<file path="config.mk">
export PLATFORM = sky130hd
export DESIGN_NAME = flash_op_sched
export DESIGN_NICKNAME = d
export VERILOG_FILES = /design/src/rtl/fos_pkg.sv /design/src/rtl/fos_decode.sv /design/src/rtl/fos_timer.sv /design/src/rtl/fos_status.sv /design/src/rtl/flash_op_sched.sv
export SDC_FILE = /design/constraint.sdc
export NUM_CORES = 1
export LEC_CHECK = 0
export ABC_CLOCK_PERIOD_IN_PS = 2000
export BUFFER_PORTS_ARGS = -buffer_cell sky130_fd_sc_hd__buf_2
export CORE_ASPECT_RATIO = 0.7
export CORE_UTILIZATION = 48
export CTS_CLUSTER_DIAMETER = 80
export DETAILED_ROUTE_END_ITERATION = 12
export PLACE_DENSITY_LB_ADDON = 0.1
export SYNTH_ARGS = -nofsm -noshare
export SYNTH_HDL_FRONTEND = slang
export SYNTH_SLANG_ARGS = --single-unit
</file>
<file path="constraint.sdc">
create_clock -name clk -period 2 [get_ports clk]
set_input_delay 0.2 -clock clk [delete_from_list [all_inputs] [get_ports clk]]
set_output_delay 0.2 -clock clk [all_outputs]
set_load 0.005 [all_outputs]
</file>
<file path="src/rtl/fos_pkg.sv">
package fos_pkg;

  typedef enum logic [3:0] {
    K_BUF_RD       = 4'd0,
    K_BUF_WR       = 4'd1,
    K_PG_READ      = 4'd2,
    K_PG_TO_BUF    = 4'd3,
    K_PG_CMP       = 4'd4,
    K_PROG_ERASE   = 4'd5,
    K_PROG_NOERASE = 4'd6,
    K_PG_ERASE     = 4'd7,
    K_BLK_ERASE    = 4'd8,
    K_PROG_THRU    = 4'd9,
    K_AUTO_REWR    = 4'd10
  } op_kind_e;

  typedef enum logic [1:0] {
    CLS_XFR = 2'd0,
    CLS_PE  = 2'd1,
    CLS_BE  = 2'd2,
    CLS_EP  = 2'd3
  } dur_cls_e;

  typedef struct packed {
    logic     known;
    logic     array;
    logic     is_cmp;
    dur_cls_e cls;
  } op_info_t;

  function automatic op_info_t classify(input logic [3:0] kind);
    op_info_t r;
    r = '{known: 1'b1, array: 1'b1, is_cmp: 1'b0, cls: CLS_XFR};
    case (kind)
      K_BUF_RD, K_BUF_WR:                          r.array = 1'b0;
      K_PG_READ, K_PG_TO_BUF:                      r.cls = CLS_XFR;
      K_PG_CMP:                                    r.is_cmp = 1'b1;
      K_PG_ERASE:                                  r.cls = CLS_PE;
      K_BLK_ERASE:                                 r.cls = CLS_BE;
      K_PROG_ERASE, K_PROG_NOERASE,
      K_PROG_THRU, K_AUTO_REWR:                    r.cls = CLS_EP;
      default: begin
        r.known = 1'b0;
        r.array = 1'b0;
      end
    endcase
    return r;
  endfunction

  function automatic logic is_status_opcode(input logic [7:0] opc);
    return (opc == 8'h57) || (opc == 8'hD7);
  endfunction

  function automatic logic [7:0] pack_status(input logic ready, input logic differ);
    return {ready, differ, 6'b000000};
  endfunction

endpackage

</file>
<file path="src/rtl/fos_decode.sv">
module fos_decode
  import fos_pkg::*;
(
  input  logic       op_valid,
  input  logic [3:0] op_kind,
  input  logic       array_busy,
  output op_info_t   info,
  output logic       start_array,
  output logic       take_launch,
  output logic       refuse_launch
);

  always_comb begin
    info          = classify(op_kind);
    start_array   = op_valid && info.known && info.array && !array_busy;
    refuse_launch = op_valid && info.known && info.array && array_busy;
    take_launch   = op_valid && info.known && !(info.array && array_busy);
  end

endmodule

</file>
<file path="src/rtl/fos_timer.sv">
module fos_timer
  import fos_pkg::*;
#(
  parameter int unsigned T_XFR = 300,
  parameter int unsigned T_PE  = 2000,
  parameter int unsigned T_BE  = 5000,
  parameter int unsigned T_EP  = 4000,
  parameter int unsigned CNT_W = 13
) (
  input  logic     clk,
  input  logic     rst_n,
  input  logic     start,
  input  dur_cls_e cls,
  input  logic     start_cmp,
  output logic     busy,
  output logic     done,
  output logic     cmp_fin
);

  logic [CNT_W-1:0] cnt;
  logic             cmp_pend;

  function automatic logic [CNT_W-1:0] class_len(input dur_cls_e c);
    case (c)
      CLS_PE:  return CNT_W'(T_PE);
      CLS_BE:  return CNT_W'(T_BE);
      CLS_EP:  return CNT_W'(T_EP);
      default: return CNT_W'(T_XFR);
    endcase
  endfunction

  always_ff @(posedge clk) begin
    if (!rst_n) begin
      busy     <= 1'b0;
      cnt      <= '0;
      cmp_pend <= 1'b0;
    end else if (start) begin
      busy     <= 1'b1;
      cnt      <= class_len(cls);
      cmp_pend <= start_cmp;
    end else if (busy) begin
      if (cnt == '0) begin
        busy     <= 1'b0;
        cmp_pend <= 1'b0;
      end else begin
        cnt <= cnt - 1'b1;
      end
    end
  end

  assign done    = busy && (cnt == '0);
  assign cmp_fin = done && cmp_pend;


  countdown_step_chk: assert property (@(posedge clk) disable iff (!rst_n)
    (busy && cnt != '0) |=> (busy && cnt == $past(cnt) - 1'b1));


  busy_clear_chk: assert property (@(posedge clk) disable iff (!rst_n)
    $fell(busy) |-> $past(cnt) == '0);


  no_restart_chk: assert property (@(posedge clk) disable iff (!rst_n)
    (busy && cnt != '0) |=> !$rose(cmp_pend));

endmodule

</file>
<file path="src/rtl/fos_status.sv">
module fos_status
  import fos_pkg::*;
(
  input  logic       clk,
  input  logic       rst_n,
  input  logic       busy,
  input  logic       cmp_fin,
  input  logic       cmp_mismatch,
  input  logic       sts_req,
  input  logic [7:0] sts_opcode,
  output logic       sts_valid,
  output logic [7:0] sts_data
);

  logic       differ_bit;
  logic [7:0] status_now;

  assign status_now = pack_status(!busy, differ_bit);

  always_ff @(posedge clk) begin
    if (!rst_n) begin
      differ_bit <= 1'b0;
      sts_valid  <= 1'b0;
      sts_data   <= 8'h00;
    end else begin
      if (cmp_fin) differ_bit <= cmp_mismatch;
      sts_valid <= sts_req && is_status_opcode(sts_opcode);
      if (sts_req && is_status_opcode(sts_opcode)) sts_data <= status_now;
    end
  end


  cmp_bit_src_chk: assert property (@(posedge clk) disable iff (!rst_n)
    !$stable(differ_bit) |-> $past(cmp_fin));


  sts_opcode_chk: assert property (@(posedge clk) disable iff (!rst_n)
    sts_valid |-> ($past(sts_req) && is_status_opcode($past(sts_opcode))));


  sts_low_bits_chk: assert property (@(posedge clk) disable iff (!rst_n)
    sts_valid |-> sts_data[5:0] == 6'd0);

endmodule

</file>
<file path="src/rtl/flash_op_sched.sv">
module flash_op_sched
  import fos_pkg::*;
#(
  parameter int unsigned T_XFR = 300,
  parameter int unsigned T_PE  = 2000,
  parameter int unsigned T_BE  = 5000,
  parameter int unsigned T_EP  = 4000
) (
  input  logic       clk,
  input  logic       rst_n,
  input  logic       op_valid,
  input  logic [3:0] op_kind,
  input  logic       cmp_mismatch,
  output logic       op_accept,
  output logic       op_reject,
  input  logic       sts_req,
  input  logic [7:0] sts_opcode,
  output logic       sts_valid,
  output logic [7:0] sts_data
);

  localparam int unsigned MAX_A = (T_XFR > T_PE) ? T_XFR : T_PE;
  localparam int unsigned MAX_B = (T_BE > T_EP) ? T_BE : T_EP;
  localparam int unsigned MAX_T = (MAX_A > MAX_B) ? MAX_A : MAX_B;
  localparam int unsigned CNT_W = (MAX_T < 1) ? 1 : $clog2(MAX_T + 1);

  op_info_t info;
  logic     start_array;
  logic     take_launch;
  logic     refuse_launch;
  logic     array_busy;
  logic     array_done;
  logic     cmp_fin;

  fos_decode u_decode (
    .op_valid      (op_valid),
    .op_kind       (op_kind),
    .array_busy    (array_busy),
    .info          (info),
    .start_array   (start_array),
    .take_launch   (take_launch),
    .refuse_launch (refuse_launch)
  );

  fos_timer #(
    .T_XFR (T_XFR),
    .T_PE  (T_PE),
    .T_BE  (T_BE),
    .T_EP  (T_EP),
    .CNT_W (CNT_W)
  ) u_timer (
    .clk       (clk),
    .rst_n     (rst_n),
    .start     (start_array),
    .cls       (info.cls),
    .start_cmp (info.is_cmp),
    .busy      (array_busy),
    .done      (array_done),
    .cmp_fin   (cmp_fin)
  );

  fos_status u_status (
    .clk          (clk),
    .rst_n        (rst_n),
    .busy         (array_busy),
    .cmp_fin      (cmp_fin),
    .cmp_mismatch (cmp_mismatch),
    .sts_req      (sts_req),
    .sts_opcode   (sts_opcode),
    .sts_valid    (sts_valid),
    .sts_data     (sts_data)
  );

  always_ff @(posedge clk) begin
    if (!rst_n) begin
      op_accept <= 1'b0;
      op_reject <= 1'b0;
    end else begin
      op_accept <= take_launch;
      op_reject <= refuse_launch;
    end
  end


  reject_busy_chk: assert property (@(posedge clk) disable iff (!rst_n)
    op_reject |-> $past(array_busy));


  accept_reject_excl_chk: assert property (@(posedge clk) disable iff (!rst_n)
    !(op_accept && op_reject));


  done_then_idle_chk: assert property (@(posedge clk) disable iff (!rst_n)
    (array_done && !start_array) |=> !array_busy);

endmodule

</file>
; ---- Yosys cells after proc, flatten, opt, wreduce, memory -nomap -nowiden
; Cells that the tools add are included.
[word_totals]
regBits = 21
out_inout_bits = 11
[classes]
add_sub_neg = 1
n_eq_ne = 16
mux = 14
reduce_logical = 21
[ops]
columns = cell, count
row1 = two-way mux 13 bit, 3
row2 = one-hot mux 13 bit (3 select lines), 1
row3 = equality test 4 x 3 -> 1 bit (second input constant), 4
row4 = zero test 13 bit, 1
row5 = subtractor 13 x 1 -> 13 bit (second input constant), 1
row6 = equality test 4 bit (second input constant), 3
row7 = OR reduction 11 bit, 1
row8 = logical AND 1 bit, 9
row9 = two-way mux 1 bit, 9
row10 = OR reduction 9 bit, 1
row11 = equality test 4 x 2 -> 1 bit (second input constant), 2
row12 = equality test 8 x 7 -> 1 bit (second input constant), 1
row13 = equality test 8 bit (second input constant), 1
row14 = one-hot mux 2 bit (3 select lines), 1
row15 = equality test 2 bit (second input constant), 2
row16 = equality test 4 x 1 -> 1 bit (second input constant), 1
row17 = zero test 4 bit, 1
row18 = AND reduction 2 bit, 2
row19 = nonzero test 2 bit, 2
row20 = OR reduction 4 bit, 1
row21 = equality test 2 x 1 -> 1 bit (second input constant), 1
row22 = zero test 1 bit, 2
row23 = != test 2 bit (second input constant), 1
row24 = logical OR 1 bit, 1

; ---- Logic depth before layout (Yosys ltp)
[depth]
ltp_word = 8
mapped_depth = 8
ltp_nobuf = 7

; ---- Cells and area by module
; Synthesis repeated with hierarchy kept, for this count alone.
[hier_totals]
hier_cells = 160
hier_area_um2 = 1363.8
[by_module_without_submodules]
columns = mod, n_inst, cells_each, area_per_inst_um2
row1 = fos_timer, 1, 114, 963.4
row2 = fos_status, 1, 23, 219.0
row3 = fos_decode, 1, 19, 128.9
row4 = flash_op_sched, 1, 4, 52.6

; ---- Worst setup path before layout
; Ideal clock, no wire load.
[synth_timing]
path_kind = reg-to-reg
startpoint = register u_timer.cnt[0]
endpoint = register u_timer.cnt[2]
arrival_time_ns = 1.768
required_time_ns = 1.872
slack_ns = 0.105
stages_incl_launch_ff = 9
path_buffers = 1
period_less_slack_ns = 1.895
cell_sequence = dfxtp_1 inv_1 ha_1 or4b_4 o31ai_4 buf_6 nor2_1 a222oi_1 nor2_1
[synth_via]
elab_chain_cells = 4
word_cells_on_any_way = 7
[synth_rtl]
columns = item, line_no
row1 = "start, declared", fos_timer.sv:20  ; logic [CNT_W-1:0] cnt;
row2 = "start signal, assigned", fos_timer.sv:39  ; cnt <= class_len(cls);
row3 = "start signal, assigned", fos_timer.sv:46  ; cnt <= cnt - 1'b1;
row4 = subtractor 13 x 1 -> 13 bit, fos_timer.sv:46
row5 = two-way mux 13 bit, fos_timer.sv:42  ; if (cnt == '0) begin
row6 = two-way mux 13 bit, fos_timer.sv:41  ; end else if (busy) begin
row7 = two-way mux 13 bit, fos_timer.sv:37  ; end else if (start) begin
; Parallel ways exist; a longest one is shown, timed or not. The select of a mux whose other input is x is not followed.
; A chain may end at the register's enable or synchronous reset.

; ---- Worst setup path after layout
[layout_timing]
startpoint = register u_timer.cnt[0]
endpoint = register u_timer.cnt[3]
; Same word-level chain as after synthesis.

==> run_results.csv <==
group,metric,value,unit
pwr,leakage,0.0006326,µW
drt,via_count,1240,
layout,fillers,243,
logic_synthesis,synth-edff-count,0,
die,core,2459,µm²
min_path,whs_path_depth,3,
min_path,holdPathEnd,"u_status.differ_bit$_SDFFE_PN0P_",
worst_setup_path,start_kind,"flip-flop",
layout,antenna_cells,0,
pwr,vdd_drop_max,0.0004064,V
worst_setup_path,critPathLaunch,"u_timer.cnt[0]$_SDFFE_PN0P_",
worst_setup_path,rrSetupSlack,0.07,ns
sta,fmax,0.5169,GHz
global_route,grt-ovfl-total,0,
placement,gp_congestion,0.8699,
sta,period_needed,1.935,ns
global_route,met3_usage,0.06959,
sta,fin_skew,0.007668,ns
clocking,cts.reportedPaths.clkPinSlew,0.08,ns
global_route,met2_usage,0.3828,
worst_setup_path,r2r-end,"u_timer.cnt[3]$_SDFFE_PN0P_",
clocking,h-tree-depth,1,
placement,place_ws,0.06382,ns
sta,final.period_utilization,0.9674,
clocking,clockBufferDepth,2,
pwr,total_power,1350,µW
layout,syn_to_final_growth,21.56,%
worst_setup_path,worstPathMaxFanout,5,
logic_synthesis,yosys_register_bits,21,
status,outcome,"completed",
clocking,cts-root-buf,"clkbuf_8",
flow_run,maxCapViolations,0,
clocking,clkLatencyLatePin,0.27,ns
logic_synthesis,syn_area_per_cell,8.429,µm²
die,chipHeight,44.65,µm
layout,nets,204,
logic_synthesis,synth_cell_types,47,
logic_synthesis,syn-instance-count,148,
global_route,antenna_found_initial,0,
sta,grt_setup_unrepaired,"true",
die,io_pins,28,
global_route,grt_pass1_vias,1088,
worst_setup_path,crit_type,"reg -> reg",
drt,ant_nets,0,
die,rows,15,
drt,first_iter_violations,57,
die,die_w,62.93,µm
min_path,hold_start,"cmp_mismatch",
worst_setup_path,endpoint_kind,"flip-flop",
global_route,grt_pass1_wl,4905,µm
global_route,grt_use_met1,0.2946,
logic_synthesis,synth_async_sr_flop_share,0,
sta,setup_violations,0,
sta,slew_viol_final,0,
clocking,cts_hold_buf,0,
clocking,cts_tree,"built",
worst_setup_path,arrival,2.11,ns
pwr,power_density,890.6,nW/µm²
logic_synthesis,yosysWarningCount,0,
die,initial_core_util,0.5074,
worst_setup_path,reg2reg_from,"u_timer.cnt[0]$_SDFFE_PN0P_",
global_route,grt_max_degree,18,
clocking,clkSinkCount,21,
sta,hold_viol,0,
layout,drive_gt1_frac,0.2637,
clocking,numCtsBuffers,3,
sta,worst_slack,0.06527,ns
logic_synthesis,ys_seq_area_frac,0.3370,
min_path,hold_path_class,"in -> reg",
global_route,grt-busiest-layer,"met2",
worst_setup_path,crit_required,2.17,ns
placement,portBuffers,20,
drt,wl_per_cell,14.15,µm
worst_setup_path,reg2reg_depth,8,
global_route,grtUsageTotal,0.2318,
drt,drc,0,
sta,hold_slack,0.1719,ns
placement,dp_hpwl,2357,µm
logic_synthesis,syn_area,1247,µm²
logic_synthesis,synthFlopType,"dfxtp_1",
drt,drtPass1Iterations,4,
drt,avgViaCountPerCell,5.741,
die,die_area,2810,µm²
drt,drt_wl_total,3056,µm
what timing repair did:
item	CTS	global route
endpoints found under the setup margin	0	6
setup buffers	0	1
gates resized for setup	0	4
power by group:
| part | switching (µW) | internal (µW) |
|---|---|---|
| logic | 306 | 258 |
| registers | 42.3 | 463 |
| clock network | 142 | 139 |
| total | 490 | 860 |
sequential cells by signal, summed over array words and instances (netlist names):
| name | cells |
|---|---|
| op_accept | 1 |
| u_timer.busy | 1 |
| u_status.sts_valid | 1 |
| op_reject | 1 |
| u_status.sts_data | 2 |
| u_timer.cnt | 13 |
| u_status.differ_bit | 1 |
| u_timer.cmp_pend | 1 |
worst max-delay path, cell delays in order, from the launching register on:
cell and delay (ns):
dfxtp_1 0.34, inv_1 0.06, ha_1 0.18, or4b_4 0.23
o31ai_4 0.06, buf_6 0.15, or4_1 0.43, xor2_1 0.17
a211oi_1 0.21
stage by stage:
| stage | area (µm²) | std cells | util | setup TNS (ns) |
|---|---|---|---|---|
| final | 1516 | 216 | 0.6168 | 0 |
| after global routing | 1516 | 216 | 0.6168 | -0.001799 |
| after CTS | 1495 | 215 | 0.6081 | 0 |
| after detailed placement | 1449 | 211 | 0.5893 | 0 |
| after global placement | 1449 | 211 | 0.5893 | 0 |
| after floorplan | 1266 | 153 | - | 0 |
cell usage after synthesis (2+ instances only):
cell	instances	area [µm²]
buf_4	6	45.04
o21ai_0	3	15.01
a21oi_1	12	60.06
nand4b_1	3	26.28
nand2_1	6	22.52
a31oi_1	3	18.77
nor2b_1	3	18.77
o211ai_1	6	45.04
nor3_1	3	15.01
nand4_1	3	18.77
or4_4	2	22.52
a211oi_1	4	30.03
nor2_1	20	75.07
mux2i_1	3	30.03
nand3_1	8	40.04
ha_1	4	50.05
inv_1	5	18.77
xor2_1	2	17.52
dfxtp_1	21	420.4
clkbuf_1	2	7.510
nor3b_1	2	15.01
xnor2_1	2	17.52
cell type report:
class / instances / area, µm² / share of cell area
Clock buffer: 3 / 41.29 / 0.02723
Tap cell: 34 / 42.54 / 0.02805
Timing Repair Buffer: 36 / 224.0 / 0.1477
Inverter: 6 / 22.52 / 0.01485
Sequential cell: 21 / 420.4 / 0.2772
Clock inverter: 1 / 5.005 / 0.003300
Multi-Input combinational cell: 115 / 760.7 / 0.5017
cell usage in the layout (no fill, tap or decap), drive strengths merged, types with 2 or more instances in the layout:
master,count
dfxtp,21
conb,6
a31oi,3
xnor2,2
buf,36
nand4,3
nand3,8
nor3,3
o311ai,2
xor2,2
a211oi,4
a21oi,12
inv,5
nand4b,3
o211ai,6
or4,3
nor2,20
ha,4
clkbuf,3
o21ai,3
nor2b,3
nor4,2
nand2,6
mux2i,3
clkinv,2
nor3b,2
how the worst max path moves through the flow:
stage                                  endpoint  slack [ns]
2_1_floorplan       u_timer.cnt[2]$_SDFFE_PN0P_        0.10
3_3_place_gp   u_status.differ_bit$_SDFFE_PN0P_        0.12
3_5_place_dp        u_timer.cnt[3]$_SDFFE_PN0P_        0.06
4_1_cts             u_timer.cnt[3]$_SDFFE_PN0P_        0.04
5_1_grt             u_timer.cnt[2]$_SDFFE_PN0P_      -0.002
6_report            u_timer.cnt[3]$_SDFFE_PN0P_        0.07
cell families (layout without fill, tap and decap cells):
kind of cell,count (synthesis),in the layout,synth area share
xor gates and xnor gates,4,4,0.02809
other,1,6,0.003006
AOI/OAI and AO/OA,39,39,0.2267
muxes,3,3,0.02407
adders and majority gates,4,4,0.04012
buffers and inverters,17,46,0.07622
and+or+nand+nor,59,59,0.2648
DFF,21,21,0.3370
metal layers:
layer	vias up	share of wire
met1	588	0.45
met4	0	0.0075
met2	33	0.47
met5	-	0
li1	615	-
met3	4	0.068
Power figures use the tool's default switching activity.
